==> src/rtl/inv_resp_pkg.sv <==
package inv_resp_pkg;

  typedef struct packed {
    logic ack;
    logic refetch;
    logic clash;
  } verdict_t;

  // Decision rule: out-of-set lines and executing transactions always accept;
  // pre-commit accepts only an older committing requester.
  function automatic verdict_t pick_verdict(
    input logic in_set,
    input logic precommit,
    input logic req_commit,
    input logic req_older,
    input logic ts_equal
  );
    verdict_t v;
    logic guarded;
    guarded   = in_set && precommit;
    v.ack     = !guarded || (req_commit && req_older);
    v.refetch = in_set && v.ack;
    v.clash   = guarded && req_commit && ts_equal;
    return v;
  endfunction

endpackage

==> src/rtl/inv_ts_rank.sv <==
module inv_ts_rank #(
  parameter int TS_W = 16
) (
  input  logic [TS_W-1:0] req_ts,
  input  logic [TS_W-1:0] own_ts,
  output logic            req_older,
  output logic            ts_equal
);
  function automatic logic older_than(input logic [TS_W-1:0] a, input logic [TS_W-1:0] b);
    return a < b;
  endfunction

  always_comb begin
    req_older = older_than(req_ts, own_ts);
    ts_equal  = (req_ts == own_ts);
  end
endmodule

==> src/rtl/inv_decide.sv <==
module inv_decide
  import inv_resp_pkg::*;
(
  input  logic     rd_hit,
  input  logic     wr_hit,
  input  logic     precommit,
  input  logic     req_commit,
  input  logic     req_older,
  input  logic     ts_equal,
  output logic     in_set,
  output verdict_t verdict
);
  always_comb begin
    in_set  = rd_hit || wr_hit;
    verdict = pick_verdict(in_set, precommit, req_commit, req_older, ts_equal);
  end
endmodule

==> src/rtl/inv_resp_stage.sv <==
module inv_resp_stage
  import inv_resp_pkg::*;
#(
  parameter int LINE_W = 10
) (
  input  logic              clk,
  input  logic              rst_n,
  input  logic              take,
  input  logic [LINE_W-1:0] line_in,
  input  verdict_t          verdict,
  output logic              out_valid,
  output logic              out_ack,
  output logic              out_nack,
  output logic [LINE_W-1:0] out_line,
  output logic              out_refetch,
  output logic              out_clash
);
  always_ff @(posedge clk) begin
    if (!rst_n) begin
      out_valid   <= 1'b0;
      out_ack     <= 1'b0;
      out_nack    <= 1'b0;
      out_line    <= '0;
      out_refetch <= 1'b0;
      out_clash   <= 1'b0;
    end else begin
      out_valid   <= take;
      out_ack     <= take && verdict.ack;
      out_nack    <= take && !verdict.ack;
      out_refetch <= take && verdict.refetch;
      out_clash   <= take && verdict.clash;
      if (take) out_line <= line_in;
    end
  end
endmodule

==> src/rtl/inv_responder.sv <==
module inv_responder
  import inv_resp_pkg::*;
#(
  parameter int LINE_W = 10,
  parameter int TS_W   = 16
) (
  input  logic              clk,
  input  logic              rst_n,
  input  logic              inv_valid,
  input  logic [LINE_W-1:0] inv_line,
  input  logic              inv_req_committing,
  input  logic [TS_W-1:0]   inv_req_ts,
  input  logic [TS_W-1:0]   local_ts,
  input  logic              local_precommit,
  input  logic              line_in_rd_set,
  input  logic              line_in_wr_set,
  output logic              resp_valid,
  output logic              resp_ack,
  output logic              resp_nack,
  output logic [LINE_W-1:0] resp_line,
  output logic              refetch_valid,
  output logic              ts_clash
);
  // Named internal events, visible to the bound checker.
  logic     req_older;
  logic     ts_equal;
  logic     in_set;
  verdict_t verdict;

  inv_ts_rank #(.TS_W(TS_W)) u_rank (
    .req_ts    (inv_req_ts),
    .own_ts    (local_ts),
    .req_older (req_older),
    .ts_equal  (ts_equal)
  );

  inv_decide u_decide (
    .rd_hit     (line_in_rd_set),
    .wr_hit     (line_in_wr_set),
    .precommit  (local_precommit),
    .req_commit (inv_req_committing),
    .req_older  (req_older),
    .ts_equal   (ts_equal),
    .in_set     (in_set),
    .verdict    (verdict)
  );

  inv_resp_stage #(.LINE_W(LINE_W)) u_stage (
    .clk         (clk),
    .rst_n       (rst_n),
    .take        (inv_valid),
    .line_in     (inv_line),
    .verdict     (verdict),
    .out_valid   (resp_valid),
    .out_ack     (resp_ack),
    .out_nack    (resp_nack),
    .out_line    (resp_line),
    .out_refetch (refetch_valid),
    .out_clash   (ts_clash)
  );
endmodule

==> config.mk <==
export PLATFORM = sky130hd
export DESIGN_NAME = inv_responder
export DESIGN_NICKNAME = d
export VERILOG_FILES = /design/src/rtl/inv_resp_pkg.sv /design/src/rtl/inv_ts_rank.sv /design/src/rtl/inv_decide.sv /design/src/rtl/inv_resp_stage.sv /design/src/rtl/inv_responder.sv
export SDC_FILE = /design/constraint.sdc
export NUM_CORES = 1
export LEC_CHECK = 0
export CAP_MARGIN = 20
export CORE_MARGIN = 3
export CORE_UTILIZATION = 35
export CTS_CLUSTER_DIAMETER = 50
export DETAILED_ROUTE_END_ITERATION = 8
export PLACE_DENSITY = 0.8
export SETUP_SLACK_MARGIN = 0.1
export SLEW_MARGIN = 20
export SYNTH_ARGS = -nofsm -noshare
export SYNTH_HDL_FRONTEND = slang
export SYNTH_SLANG_ARGS = --single-unit
==> constraint.sdc <==
create_clock -name clk -period 2.4 [get_ports clk]
set_input_delay 0.6 -clock clk [delete_from_list [all_inputs] [get_ports clk]]
set_output_delay 0.6 -clock clk [all_outputs]
set_load 0.1 [all_outputs]
# After elaboration in Yosys (flattened, before gate mapping)
# Index checks and enable logic that the tools add are counted.
[totals]
regBits = 15
in_bits = 49
output_inout_bits = 15
wordCells = 21
[classes]
n_lt_le_gt_ge = 1
n_eq_ne = 1
reduce_logical = 13
[op_table]
columns = ["cell", "n"]
rows = [
  ["equality test 16 bit", 1],
  ["< comparator 16 bit", 1],
  ["logical AND 1 bit", 9],
  ["logical NOT 1 bit", 2],
  ["logical OR 1 bit", 2],
]

# Longest topological paths before layout
[logic_depth]
word_depth = 6
mapped_depth = 7
mapped_depth_nobuf = 7

# Hierarchy
# A second synthesis with hierarchy kept.
[hier_totals]
cells_unflattened = 104
hier_area_um2 = 978.4
[by_module_without_submodules]
columns = ["module", "instances", "cells_per_inst", "area_each_um2", "seq_area_each_um2"]
rows = [
  ["inv_resp_stage", 1, 43, 543.0, 300.3],
  ["inv_ts_rank", 1, 56, 399.1, 0.0],
  ["inv_decide", 1, 5, 36.3, 0.0],
]

# Least setup slack after synthesis
# No wires, ideal clock.
[synth_timing]
path_kind = "in2reg"
from = "in local_ts[15]"
to = "reg u_stage.out_nack"
setup_time_ns = 0.116
arrival_time_ns = 1.773
required_ns = 2.284
slack_ns = 0.511
stages = 6
path_buffers = 0
path_cell_list = "inv_1 > ha_1 > a211oi_1 > o221ai_1 > a221o_2 > and4_1"
[synth_between]
elab_chain_len = 5
[synth_lines]
columns = ["item", "line", "text"]
rows = [
  ["start: declaration", "inv_responder.sv:13", "input logic [TS_W-1:0] local_ts,"],
  ["< comparator 16 bit", "inv_ts_rank.sv:10", "return a < b;"],
  ["logical AND 1 bit", "inv_resp_pkg.sv:21", "v.ack = !guarded || (req_commit && req_older);"],
  ["logical OR 1 bit", "inv_resp_pkg.sv:21", ""],
  ["logical NOT 1 bit", "inv_resp_stage.sv:29", "out_nack <= take && !verdict.ack;"],
  ["logical AND 1 bit", "inv_resp_stage.sv:29", ""],
  ["end signal: assignment", "inv_resp_stage.sv:29", ""],
  ["end: declaration", "inv_resp_stage.sv:13", "output logic out_nack,"],
]
# No other way between the ends.
# A chain may end at the register's enable or synchronous reset.

# Worst setup path in the final report
[layout_timing]
from = "in local_ts[11]"
to = "reg u_stage.out_nack"
# Same word-level chain as after synthesis.

==> results.md <==
- Status: finished clean
- Routability cong.: 0.711
- Final slew viol count: 0
- Critical path's slowest cell: clkdlybuf4s50_1
- Grt total ovfl: 0
- Netlist cell types: 21
- Worst path bufs/invs: 2
- Synth warn: 0
- Antenna cells: 0
- Post-Syn Area: 930 um^2
- Clk network pwr share: 19.5%
- CP Cell Sequence: clkdlybuf4s50_1 > inv_1 > ha_1 > a21oi_1 > o21a_1 > o221ai_1 > a221o_2 > and4_1
- Setup CP Type: primary input to flip-flop
- I/O Buffers: 63
- Slew @ Worst Pin: 0.273 ns
- Clk buf depth: 2
- CP Capture Type: flip-flop
- Nets: 235
- Clk sink count: 15
- DRC Markers: 0
- Sequential Power Share: 38.8%
- Die ar.: 0.00331 mm^2
- # rows: 18
- Hold-fix buffers, CTS: 0
- Slowest stage delay, CP: 0.45 ns
- IO Pins: 64
- Post-Route WL: 2200 um
- Unrepaired setup endpoints after global routing: false
- Period minus WS final: 2.23 ns
- Antenna Nets Post-Route: 0
- CTS buffer count: 3
- H-Tree Depth: 1
- Final hold violation count: 0
- Post-CTS setup buffers: 0
- Cells after synthesis: 103
- Final setup TNS: 0 ns
- Antenna violations before repair: 0
- Critical path fanouts, max: 3
- First-pass GRT wire length: 3620 um
- Root cell of the clock tree: clkbuf_4
- WL/cell: 11.1 um
- Area post-placement: 0.00156 mm^2
- Clock Skews: 0 ns
- Detailed Routing Iterations Pass 1: 4
- Avg Inst Size Synth: 9.03 um^2
- Startpoint Class: primary input
- Fraction of layout cells with a size suffix above 1: 14.2%
- Vias/cell: 4.56
- Cell depth of the worst setup path: 8
- Upper clock frequency limit: 0.448 GHz
- Post-CTS Resized: 0
- Worst-path clk slew: 0.08 ns
- Sw Ratio: 34.7%
- Internal: 450 uW
- Max-Cap Viols: 0
- Starting DRT DRC Count: 12
- Net Sw Power: 239 uW
- Synth Register Bits: 15
- CTS tree: built
- Initial Utilization: 37.2%
- R2R depth: 2
- Peak VDD IR: 0.394 mV
- Pwr dens: 434 mW/mm^2
- Via count: 908
- Die Span Y: 57.5 um
- Worst Hold Class: flip-flop to flip-flop
- Syn_nets: 168
- Post-DP HPWL: 2030 um
- GRT Util Overall: 13.6%
- CP Data Arrival Time: 2.41 ns
- Area Overhead vs Synth: 70.7%
- Pre-CTS setup slack: -0.0940 ns
- Comb pwr share: 41.8%
- Cell leakage power: 0.000770 uW
- Post-route setup slack: 0.168 ns
- Fin crit share: 93.0%
- Clk Latency, worst-skew pair: 0.27 ns
- Core ar.: 0.00250 mm^2
- Design Area, Final: 0.00159 mm^2
- CP required: 2.58 ns
- Hold path depth: 2
- Register area share after synthesis: 32.3%
- Endpoints failing setup: 0
- Largest net degree at the start of global routing: 12
- Chip width: 57.5 um
- Vias in the first global route: 958
- Family with the most delay on the worst path: compound AO/OA/AOI/OAI gates
- Slew HR: 81.8%
- Worst hold slack: 0.522 ns
-- Yosys cell counts --
| master | count | area [um^2] |
|---|---|---|
| mux2i_1 | 10 | 100 |
| a21oi_1 | 8 | 40.0 |
| ha_1 | 16 | 200 |
| nand4_1 | 2 | 12.5 |
| a221o_2 | 1 | 11.3 |
| or2_2 | 1 | 6.26 |
| nor2_1 | 2 | 7.51 |
| a211oi_1 | 1 | 7.51 |
| nor2b_1 | 10 | 62.6 |
| a31oi_1 | 1 | 6.26 |
| buf_2 | 1 | 5.00 |
| nand4_2 | 1 | 12.5 |
| dfxtp_1 | 15 | 300 |
| o221ai_1 | 1 | 8.76 |
| o21a_1 | 1 | 7.51 |
| o21ai_0 | 2 | 10.0 |
| clkbuf_1 | 1 | 3.75 |
| inv_1 | 19 | 71.3 |
| nor4_2 | 1 | 12.5 |
| and4_1 | 2 | 17.5 |
| nand2_1 | 7 | 26.3 |
-- routing by layer --
metal	vias to the layer above	GRT usage [%]	part of all wire, %
li1	484	-	-
met1	371	13.4	39
met2	49	26.8	49
met3	4	3.17	12
met4	0	4.97	1.0
met5	-	0	0
-- worst min-delay path: stages (launching register included) --
cell and delay, ns:
dfxtp_1 0.33, mux2i_1 0.07, nor2b_1 0.09
-- cell type report --
cell class              instances  area, um^2
inverters                      19        71.3
flip-flops and latches         15         300
well taps                      30        37.5
fillers                       227         913
multi-input cells              67         549
repair buffers                 64         601
clock buffers                   3        22.5
clock inverters                 1        5.00
-- power by group through the flow --
stage | clock network (uW) | registers, uW | logic (uW)
after floorplan | 0 | 369 | 75.2
after global placement | 0 | 273 | 284
after detailed placement | 0 | 273 | 290
after global routing | 151 | 269 | 309
after CTS | 143 | 267 | 291
final | 134 | 267 | 288
-- placed cells by master (no fill, tap or decap), drive strengths merged, types with 2 or more instances in the layout --
| master | synthesis | final |
|---|---|---|
| buf | 1 | 16 |
| clkbuf | 1 | 3 |
| nor2b | 10 | 10 |
| a21oi | 8 | 8 |
| inv | 19 | 19 |
| clkdlybuf4s50 | 0 | 48 |
| o21ai | 2 | 2 |
| dfxtp | 15 | 15 |
| mux2i | 10 | 10 |
| nand2 | 7 | 7 |
| and4 | 2 | 2 |
| nand4 | 3 | 3 |
| ha | 16 | 16 |
| nor2 | 2 | 2 |
-- registers in the layout, indices dropped and copies added (netlist names) --
signal and count:
u_stage.out_line 10, u_stage.out_refetch 1, u_stage.out_valid 1, u_stage.out_nack 1
u_stage.out_clash 1, u_stage.out_ack 1
-- kinds of logic after synthesis --
logic type,Yosys count,synth area share [%]
muxes,10,10.8
adders and majority gates,16,21.5
buffers and inverters,21,8.61
DFF,15,32.3
and+or+nand+nor,26,17.0
AOI/OAI and AO/OA,15,9.83
-- final timing paths --
kind	endpoint	slack, ns	start
max	u_stage.out_nack	0.17	local_ts[11]
min	u_stage.out_line[1]	0.52	u_stage.out_line[1]
max reg2reg	u_stage.out_line[6]	1.79	u_stage.out_line[6]
min reg2reg	u_stage.out_line[1]	0.52	u_stage.out_line[1]
-- through the flow --
stage	cells	power, uW	utilization [%]
floorplan	103	444	-
global placement	195	557	62.4
detailed placement	195	563	62.4
CTS	199	701	63.5
global route	199	729	63.5
finish	199	689	63.5
Note: power is estimated with default switching activity, not from simulation.
